## config.mk

```make
export PLATFORM = sky130hd
export DESIGN_NAME = lcd_raster_timer
export DESIGN_NICKNAME = d
export VERILOG_FILES = /design/src/rtl/lcd_tmg_pkg.sv /design/src/rtl/lcd_tmg_regs.sv /design/src/rtl/lcd_tmg_count.sv /design/src/rtl/lcd_tmg_decode.sv /design/src/rtl/lcd_tmg_vblank.sv /design/src/rtl/lcd_raster_timer.sv
export SDC_FILE = /design/constraint.sdc
export NUM_CORES = 1
export LEC_CHECK = 0
export BUFFER_PORTS_ARGS = -buffer_cell sky130_fd_sc_hd__buf_2
export CORE_MARGIN = 2
export CORE_UTILIZATION = 33
export CTS_CLUSTER_SIZE = 20
export DETAILED_ROUTE_END_ITERATION = 8
export SLEW_MARGIN = 0
export SYNTH_ARGS = -nofsm -noshare
export SYNTH_HDL_FRONTEND = slang
export SYNTH_SLANG_ARGS = --single-unit
```

## constraint.sdc

```tcl
create_clock -name clk -period 8.5 [get_ports clk]
set_clock_uncertainty 0.1 [all_clocks]
set_input_delay 1.7 -clock clk [delete_from_list [all_inputs] [get_ports clk]]
set_output_delay 1.7 -clock clk [all_outputs]
set_load 0.05 [all_outputs]
```

## src/rtl/lcd_tmg_pkg.sv

```systemverilog
package lcd_tmg_pkg;
  parameter int DIM_W   = 12;
  parameter int DATA_W  = 32;
  parameter int ADDR_W  = 4;
  parameter int HALF    = 16;
  parameter int DLY_W   = 5;
  parameter int DLY_LSB = 8;
  parameter int PIN_N   = 3;

  localparam logic [ADDR_W-1:0] A_GLOBAL = ADDR_W'(0);
  localparam logic [ADDR_W-1:0] A_CHAN   = ADDR_W'(1);
  localparam logic [ADDR_W-1:0] A_ACTIVE = ADDR_W'(2);
  localparam logic [ADDR_W-1:0] A_HTIME  = ADDR_W'(3);
  localparam logic [ADDR_W-1:0] A_VTIME  = ADDR_W'(4);
  localparam logic [ADDR_W-1:0] A_SYNCW  = ADDR_W'(5);
  localparam logic [ADDR_W-1:0] A_POL    = ADDR_W'(6);
  localparam logic [ADDR_W-1:0] A_IRQ    = ADDR_W'(7);
  localparam logic [ADDR_W-1:0] A_PINTRI = ADDR_W'(8);

  typedef struct packed {
    logic [DIM_W-1:0] h_act;
    logic [DIM_W-1:0] v_act;
    logic [DIM_W-1:0] h_tot;
    logic [DIM_W-1:0] v_tot;
    logic [DIM_W-1:0] h_bp;
    logic [DIM_W-1:0] v_bp;
    logic [DIM_W-1:0] h_sw;
    logic [DIM_W-1:0] v_sw;
    logic             h_inv;
    logic             v_inv;
  } geom_t;

  // Pulse window [tot-bp, tot-bp+sw) evaluated one bit wider than the counter.
  function automatic logic in_pulse(input logic [DIM_W-1:0] cnt,
                                    input logic [DIM_W-1:0] tot,
                                    input logic [DIM_W-1:0] bp,
                                    input logic [DIM_W-1:0] sw);
    logic [DIM_W:0] start;
    logic [DIM_W:0] stop;
    start = {1'b0, tot} - {1'b0, bp};
    stop  = start + {1'b0, sw};
    return ({1'b0, cnt} >= start) && ({1'b0, cnt} < stop);
  endfunction
endpackage

```

## src/rtl/lcd_tmg_regs.sv

```systemverilog
module lcd_tmg_regs
  import lcd_tmg_pkg::*;
#(
  parameter int DELAY_CAP = 30
) (
  input  logic              clk,
  input  logic              rst_n,
  input  logic              wr_en,
  input  logic [ADDR_W-1:0] addr,
  input  logic [DATA_W-1:0] wdata,
  output logic [DATA_W-1:0] rdata,
  input  logic              shadow_load,
  input  logic              vb_flag,
  output logic              run,
  output geom_t             geo_sh,
  output logic              irq_en,
  output logic              wr_ack,
  output logic [PIN_N-1:0]  pin_tri
);
  logic             gen_en_q, gen_en_d;
  logic             ch_en_q,  ch_en_d;
  geom_t            geo_q,    geo_d;
  geom_t            sh_q;
  logic             ien_q,    ien_d;
  logic [PIN_N-1:0] tri_q,    tri_d;
  logic [DLY_W-1:0] dly;
  logic [DIM_W:0]   vb_len;
  logic [DIM_W-1:0] lo_f, hi_f;
  logic             unused_wbits;

  assign lo_f = wdata[DIM_W-1:0];
  assign hi_f = wdata[HALF +: DIM_W];
  assign unused_wbits = ^{wdata[HALF-1:DIM_W], wdata[DATA_W-1:HALF+DIM_W]};

  // next-state for the programmable registers
  always_comb begin
    gen_en_d = gen_en_q;
    ch_en_d  = ch_en_q;
    geo_d    = geo_q;
    ien_d    = ien_q;
    tri_d    = tri_q;
    if (wr_en) begin
      case (addr)
        A_GLOBAL: gen_en_d = wdata[0];
        A_CHAN:   ch_en_d  = wdata[0];
        A_ACTIVE: begin geo_d.h_act = lo_f; geo_d.v_act = hi_f; end
        A_HTIME:  begin geo_d.h_tot = lo_f; geo_d.h_bp  = hi_f; end
        A_VTIME:  begin geo_d.v_tot = lo_f; geo_d.v_bp  = hi_f; end
        A_SYNCW:  begin geo_d.h_sw  = lo_f; geo_d.v_sw  = hi_f; end
        A_POL:    begin geo_d.h_inv = wdata[0]; geo_d.v_inv = wdata[1]; end
        A_IRQ:    ien_d = wdata[0];
        A_PINTRI: tri_d = wdata[PIN_N-1:0];
        default:  ;
      endcase
    end
  end

  always_ff @(posedge clk or negedge rst_n) begin
    if (!rst_n) begin
      gen_en_q <= 1'b0;
      ch_en_q  <= 1'b0;
      geo_q    <= '0;
      ien_q    <= 1'b0;
      tri_q    <= '1;
    end else begin
      gen_en_q <= gen_en_d;
      ch_en_q  <= ch_en_d;
      geo_q    <= geo_d;
      ien_q    <= ien_d;
      tri_q    <= tri_d;
    end
  end

  // shadow copy, refreshed while idle and at every frame wrap
  always_ff @(posedge clk or negedge rst_n) begin
    if (!rst_n)           sh_q <= '0;
    else if (shadow_load) sh_q <= geo_q;
  end

  // blanking length, capped
  assign vb_len = {1'b0, geo_q.v_tot} - {1'b0, geo_q.v_act};
  always_comb begin
    if (geo_q.v_act >= geo_q.v_tot)              dly = '0;
    else if (vb_len > (DIM_W+1)'(DELAY_CAP))    dly = DLY_W'(DELAY_CAP);
    else                                        dly = vb_len[DLY_W-1:0];
  end

  always_comb begin
    rdata = '0;
    case (addr)
      A_GLOBAL: rdata[0] = gen_en_q;
      A_CHAN:   begin rdata[0] = ch_en_q; rdata[DLY_LSB +: DLY_W] = dly; end
      A_ACTIVE: begin rdata[DIM_W-1:0] = geo_q.h_act; rdata[HALF +: DIM_W] = geo_q.v_act; end
      A_HTIME:  begin rdata[DIM_W-1:0] = geo_q.h_tot; rdata[HALF +: DIM_W] = geo_q.h_bp;  end
      A_VTIME:  begin rdata[DIM_W-1:0] = geo_q.v_tot; rdata[HALF +: DIM_W] = geo_q.v_bp;  end
      A_SYNCW:  begin rdata[DIM_W-1:0] = geo_q.h_sw;  rdata[HALF +: DIM_W] = geo_q.v_sw;  end
      A_POL:    begin rdata[0] = geo_q.h_inv; rdata[1] = geo_q.v_inv; end
      A_IRQ:    begin rdata[0] = ien_q; rdata[1] = vb_flag; end
      A_PINTRI: rdata[PIN_N-1:0] = tri_q;
      default:  rdata = '0;
    endcase
  end

  assign run     = gen_en_q & ch_en_q;
  assign geo_sh  = sh_q;
  assign irq_en  = ien_q;
  assign wr_ack  = wr_en && (addr == A_IRQ) && wdata[1];
  assign pin_tri = tri_q;
endmodule

```

## src/rtl/lcd_tmg_count.sv

```systemverilog
module lcd_tmg_count
  import lcd_tmg_pkg::*;
(
  input  logic             clk,
  input  logic             rst_n,
  input  logic             run,
  input  logic [DIM_W-1:0] h_tot,
  input  logic [DIM_W-1:0] v_tot,
  output logic [DIM_W-1:0] hcnt,
  output logic [DIM_W-1:0] vcnt,
  output logic             frame_end
);
  logic [DIM_W-1:0] hcnt_q, hcnt_d;
  logic [DIM_W-1:0] vcnt_q, vcnt_d;
  logic             line_end;

  assign line_end  = ({1'b0, hcnt_q} + (DIM_W+1)'(1)) >= {1'b0, h_tot};
  assign frame_end = run && line_end &&
                     (({1'b0, vcnt_q} + (DIM_W+1)'(1)) >= {1'b0, v_tot});

  always_comb begin
    hcnt_d = hcnt_q;
    vcnt_d = vcnt_q;
    if (!run) begin
      hcnt_d = '0;
      vcnt_d = '0;
    end else if (line_end) begin
      hcnt_d = '0;
      vcnt_d = frame_end ? '0 : vcnt_q + DIM_W'(1);
    end else begin
      hcnt_d = hcnt_q + DIM_W'(1);
    end
  end

  always_ff @(posedge clk or negedge rst_n) begin
    if (!rst_n) begin
      hcnt_q <= '0;
      vcnt_q <= '0;
    end else begin
      hcnt_q <= hcnt_d;
      vcnt_q <= vcnt_d;
    end
  end

  assign hcnt = hcnt_q;
  assign vcnt = vcnt_q;
endmodule

```

## src/rtl/lcd_tmg_decode.sv

```systemverilog
module lcd_tmg_decode
  import lcd_tmg_pkg::*;
(
  input  logic             run,
  input  logic [DIM_W-1:0] hcnt,
  input  logic [DIM_W-1:0] vcnt,
  input  geom_t            geo,
  output logic             hsync,
  output logic             vsync,
  output logic             de
);
  localparam int AXES = 2;

  logic [DIM_W-1:0] a_cnt [AXES];
  logic [DIM_W-1:0] a_tot [AXES];
  logic [DIM_W-1:0] a_bp  [AXES];
  logic [DIM_W-1:0] a_sw  [AXES];
  logic [AXES-1:0]  a_inv;
  logic [AXES-1:0]  pulse;
  logic [AXES-1:0]  level;

  assign a_cnt[0] = hcnt;       assign a_cnt[1] = vcnt;
  assign a_tot[0] = geo.h_tot;  assign a_tot[1] = geo.v_tot;
  assign a_bp[0]  = geo.h_bp;   assign a_bp[1]  = geo.v_bp;
  assign a_sw[0]  = geo.h_sw;   assign a_sw[1]  = geo.v_sw;
  assign a_inv    = {geo.v_inv, geo.h_inv};

  for (genvar ax = 0; ax < AXES; ax++) begin : g_axis
    assign pulse[ax] = run && in_pulse(a_cnt[ax], a_tot[ax], a_bp[ax], a_sw[ax]);
    assign level[ax] = pulse[ax] ^ a_inv[ax];
  end

  assign hsync = level[0];
  assign vsync = level[1];
  assign de    = run && (hcnt < geo.h_act) && (vcnt < geo.v_act);
endmodule

```

## src/rtl/lcd_tmg_vblank.sv

```systemverilog
module lcd_tmg_vblank
  import lcd_tmg_pkg::*;
(
  input  logic             clk,
  input  logic             rst_n,
  input  logic             run,
  input  logic [DIM_W-1:0] hcnt,
  input  logic [DIM_W-1:0] vcnt,
  input  logic [DIM_W-1:0] v_act,
  input  logic [DIM_W-1:0] v_tot,
  input  logic             ack,
  output logic             flag
);
  logic flag_q, flag_d, set_ev;

  assign set_ev = run && (hcnt == '0) && (vcnt == v_act) && (v_act < v_tot);

  // a set event outranks an acknowledge in the same cycle
  always_comb flag_d = set_ev | (flag_q & ~ack);

  always_ff @(posedge clk or negedge rst_n) begin
    if (!rst_n) flag_q <= 1'b0;
    else        flag_q <= flag_d;
  end

  assign flag = flag_q;
endmodule

```

## src/rtl/lcd_raster_timer.sv

```systemverilog
module lcd_raster_timer
  import lcd_tmg_pkg::*;
#(
  parameter int DELAY_CAP = 30
) (
  input  logic              clk,
  input  logic              rst_n,
  input  logic              wr_en,
  input  logic [ADDR_W-1:0] addr,
  input  logic [DATA_W-1:0] wdata,
  output logic [DATA_W-1:0] rdata,
  output logic              hsync_o,
  output logic              vsync_o,
  output logic              de_o,
  output logic              irq_o,
  output logic [PIN_N-1:0]  pin_oe_o
);
  logic             rst_s1, rst_sync_n;
  logic             run, frame_end, vb_flag, wr_ack, irq_en;
  logic [DIM_W-1:0] hcnt, vcnt;
  logic [PIN_N-1:0] pin_tri;
  geom_t            geo_sh;

  // asynchronous assertion, synchronous release
  always_ff @(posedge clk or negedge rst_n) begin
    if (!rst_n) begin
      rst_s1     <= 1'b0;
      rst_sync_n <= 1'b0;
    end else begin
      rst_s1     <= 1'b1;
      rst_sync_n <= rst_s1;
    end
  end

  lcd_tmg_regs #(.DELAY_CAP(DELAY_CAP)) u_regs (
    .clk(clk), .rst_n(rst_sync_n), .wr_en(wr_en), .addr(addr), .wdata(wdata),
    .rdata(rdata), .shadow_load(!run || frame_end), .vb_flag(vb_flag),
    .run(run), .geo_sh(geo_sh), .irq_en(irq_en), .wr_ack(wr_ack),
    .pin_tri(pin_tri)
  );

  lcd_tmg_count u_count (
    .clk(clk), .rst_n(rst_sync_n), .run(run), .h_tot(geo_sh.h_tot),
    .v_tot(geo_sh.v_tot), .hcnt(hcnt), .vcnt(vcnt), .frame_end(frame_end)
  );

  lcd_tmg_decode u_decode (
    .run(run), .hcnt(hcnt), .vcnt(vcnt), .geo(geo_sh),
    .hsync(hsync_o), .vsync(vsync_o), .de(de_o)
  );

  lcd_tmg_vblank u_vblank (
    .clk(clk), .rst_n(rst_sync_n), .run(run), .hcnt(hcnt), .vcnt(vcnt),
    .v_act(geo_sh.v_act), .v_tot(geo_sh.v_tot), .ack(wr_ack), .flag(vb_flag)
  );

  assign irq_o    = vb_flag & irq_en;
  assign pin_oe_o = ~pin_tri;
endmodule

```

==> results.json <==
{
  "async_flop_share_pct": 100,
  "grt-ovfl-total": 0,
  "slew_headroom_pct": 24.7,
  "grt_first_pass_wirelength_um": 62200,
  "nNetsFinal": 1673,
  "grt_max_degree": 163,
  "synth-main-ff-cell": "dfrtp_1",
  "ys_types": 66,
  "placed_area_mm2": 0.0157,
  "cts_tree": "done",
  "netlist_area_mm2": 0.0148,
  "path_buf_inv": 2,
  "vdd_drop_max_mv": 0.195,
  "drt-total-wl_um": 39800,
  "power.total_mw": 7.00,
  "fin_crit_ps": 7820,
  "cp_slowest_stage_delay_ps": 750,
  "p_leak_nw": 7.96,
  "crit_type": "reg2out",
  "synth_cells": 1403,
  "syn_area_per_cell_um2": 10.5,
  "holdWs_ps": 251,
  "antenna_found_initial": 1,
  "clockRootBuffer": "clkbuf_16",
  "seq_area_frac_synth_pct": 38.8,
  "dr.pass1.iters": 7,
  "stdcell_area_mm2": 0.0165,
  "synth_edf_count": 0,
  "numPortBuffers": 62,
  "die_y_um": 216,
  "hold_viol": 0,
  "cts_setup_buffers": 0,
  "rsz0062_at_grt": "no",
  "worst_pin_slew_ps": 1120,
  "cts.sinks": 229,
  "ioPinCount": 78,
  "status": "finished, final reports clean",
  "hp-class": "reg2reg",
  "clk_path_buf_depth": 3,
  "clk_latency_ps": 550,
  "clk_pin_slew_ps": 60,
  "slew_viol_final": 0,
  "drt-initial-drc-count": 642,
  "start_kind": "register",
  "drive_above_1_share_pct": 20.6,
  "end_kind": "output port",
  "hold_buffers": 0,
  "min_period_over_period_pct": 92.1,
  "power_density_mw_per_mm2": 424,
  "critical_path_required_ps": 6700,
  "drcViolationCount": 0,
  "viasPerCell": 5.22,
  "cap_violations": 0,
  "syn_to_final_growth_pct": 11.8,
  "ys_ff_latch": 229,
  "synth_warnings": 0,
  "die_area_mm2": 0.0464,
  "fillCellCount": 4353,
  "final.setup.tns_ps": 0,
  "cts_resized": 0,
  "core_area_mm2": 0.0442,
  "post-dp-hpwl_um": 29600,
  "setup_viol": 0,
  "crit_chain": "ha_1 -> fa_1 -> inv_1 -> ha_1 -> a21o_1 -> a21oi_1 -> o21bai_1 -> o311a_1 -> o41ai_1 -> xor2_1 -> ha_1 -> a21o_1 -> a211oi_1 -> o2111ai_1 -> nand3_1 -> a31oi_1 -> nor4_1 -> xor2_1 -> buf_2",
  "place.gp.congestion": 0.887,
  "fp-row-count": 77,
  "diodes": 0,
  "crit_path_top_delay_cell": "nor4_1",
  "grtUsageTotal_pct": 17.2,
  "cp.arrival_ps": 6020,
  "ant_nets": 0,
  "vias": 10800,
  "start_util_pct": 33.4,
  "critPathMostFrequentCell": "ha_1",
  "htree_levels": 1,
  "numCtsBuffers": 25,
  "wl_per_cell_um": 19.2,
  "timing.fmax_mhz": 128,
  "cp_max_fo": 3,
  "cp_top_family": "compound AO/OA/AOI/OAI gates",
  "die_x_um": 216,
  "grt_pass1_vias": 11000
}
-- synthesized netlist by cell type (4+ instances only) --
cell type	count	area, um2
dfrtp_1	226	5660
mux2_2	179	2020
ha_1	169	2110
inv_1	134	503
nand2_1	66	248
a21oi_1	58	290
nor2_1	57	214
o21ai_0	56	280
a22oi_1	44	330
xnor2_1	33	289
xor2_1	32	280
nand3_1	31	155
nor2b_1	28	175
clkbuf_1	27	101
nand2b_1	26	163
a21o_1	25	188
o21a_1	20	150
mux2i_1	15	150
nor3_1	15	75.1
buf_4	14	105
nand4_1	13	81.3
and3_1	10	62.6
o22ai_1	9	56.3
mux2_1	8	90.1
nor4_1	7	43.8
o21bai_1	7	52.6
a211oi_1	6	45.0
a31oi_1	6	37.5
fa_1	5	100
o211ai_1	5	37.5
o2bb2ai_1	4	35.0
o31a_1	4	35.0
or3_1	4	25.0
-- per-stage QoR --
| step | setup WS, ps | instances | util (%) |
|---|---|---|---|
| detailed placement | 1370 | 2025 | 35.5 |
| finish | 676 | 2071 | 37.3 |
| CTS | 748 | 2071 | 37.3 |
| global placement | 1440 | 2025 | 35.5 |
| floorplan | 1550 | 1409 | - |
| global route | 390 | 2071 | 37.3 |
-- per-layer routing --
metal / GRT usage, % / share of wire (%) / up-vias
met5: 0 / 0.025 / -
met4: 6.11 / 3.3 / 2
met3: 2.34 / 4.7 / 72
met2: 27.6 / 45 / 263
met1: 23.7 / 47 / 5345
li1: - / - / 5132
-- logic make-up (layout without fill, tap and decap cells) --
family                   after synthesis  in the layout  share of synthesized area, %
XOR/XNOR                              65             65                          3.86
flip-flops                           229            229                          38.8
other                                  2              8                        0.0509
buffers and inverters                178            248                          5.06
AND/OR/NAND/NOR                      275            275                          9.38
AO/OA/AOI/OAI                        278            278                          12.5
multiplexers                         202            202                          15.3
adder cells (fa/ha/maj)              174            174                          15.0
-- area by class of cell --
cell class	count	area (um2)	area share, %
Timing Repair Buffer	68	368	2.23
Multi-Input combinational cell	1002	8330	50.5
Tap cell	592	741	4.49
Clock buffer	35	703	4.26
Clock inverter	11	124	0.750
Inverter	134	503	3.05
Sequential cell	229	5740	34.8
-- power by group --
group / internal, mW / switching (mW) / total [mW]
Clock: 0.642 / 0.465 / 1.11
Combinational: 1.85 / 2.32 / 4.17
Sequential: 1.41 / 0.315 / 1.73
Total: 3.90 / 3.10 / 7.00
-- layout by cell type (no fill, tap or decap), types with 31 or more instances in the layout --
cell type,instances
a21oi_1,58
a22oi_1,44
buf_2,62
dfrtp_1,225
ha_1,169
inv_1,134
mux2_2,179
nand2_1,62
nand3_1,31
nor2_1,55
o21ai_0,56
xnor2_1,33
xor2_1,32
-- sequential cells by signal, indices dropped and copies added, names as in the netlist, 3 cells and up --
register,cells
u_count.vcnt,12
u_regs.pin_tri,3
u_regs.geo_q,98
u_count.hcnt,12
u_regs.geo_sh,98
-- worst register-to-register path: cells and delay by family (launching register included) --
family	cells	cell delay (ps)
simple gates	4	1620
mux	1	410
flops	1	490
buf+inv	2	630
compound gates	5	1420
xor+xnor	1	140
fa+ha+maj	2	620
-- path summary, 6_finish.rpt --
check,from,to,slack [ps],cells past startpoint
setup / recovery,u_regs.geo_sh[38],hsync_o,680,19
hold reg to reg,rst_s1,rst_sync_n,250,0
min in group asynchronous,rst_sync_n,u_regs.geo_q[12],360,0
max in group asynchronous,rst_sync_n,u_regs.geo_q[20],6550,1
hold / removal,rst_s1,rst_sync_n,250,0
setup reg to reg,u_count.vcnt[1],u_regs.geo_sh[48],2950,15
(Power assumes the default switching activity.)
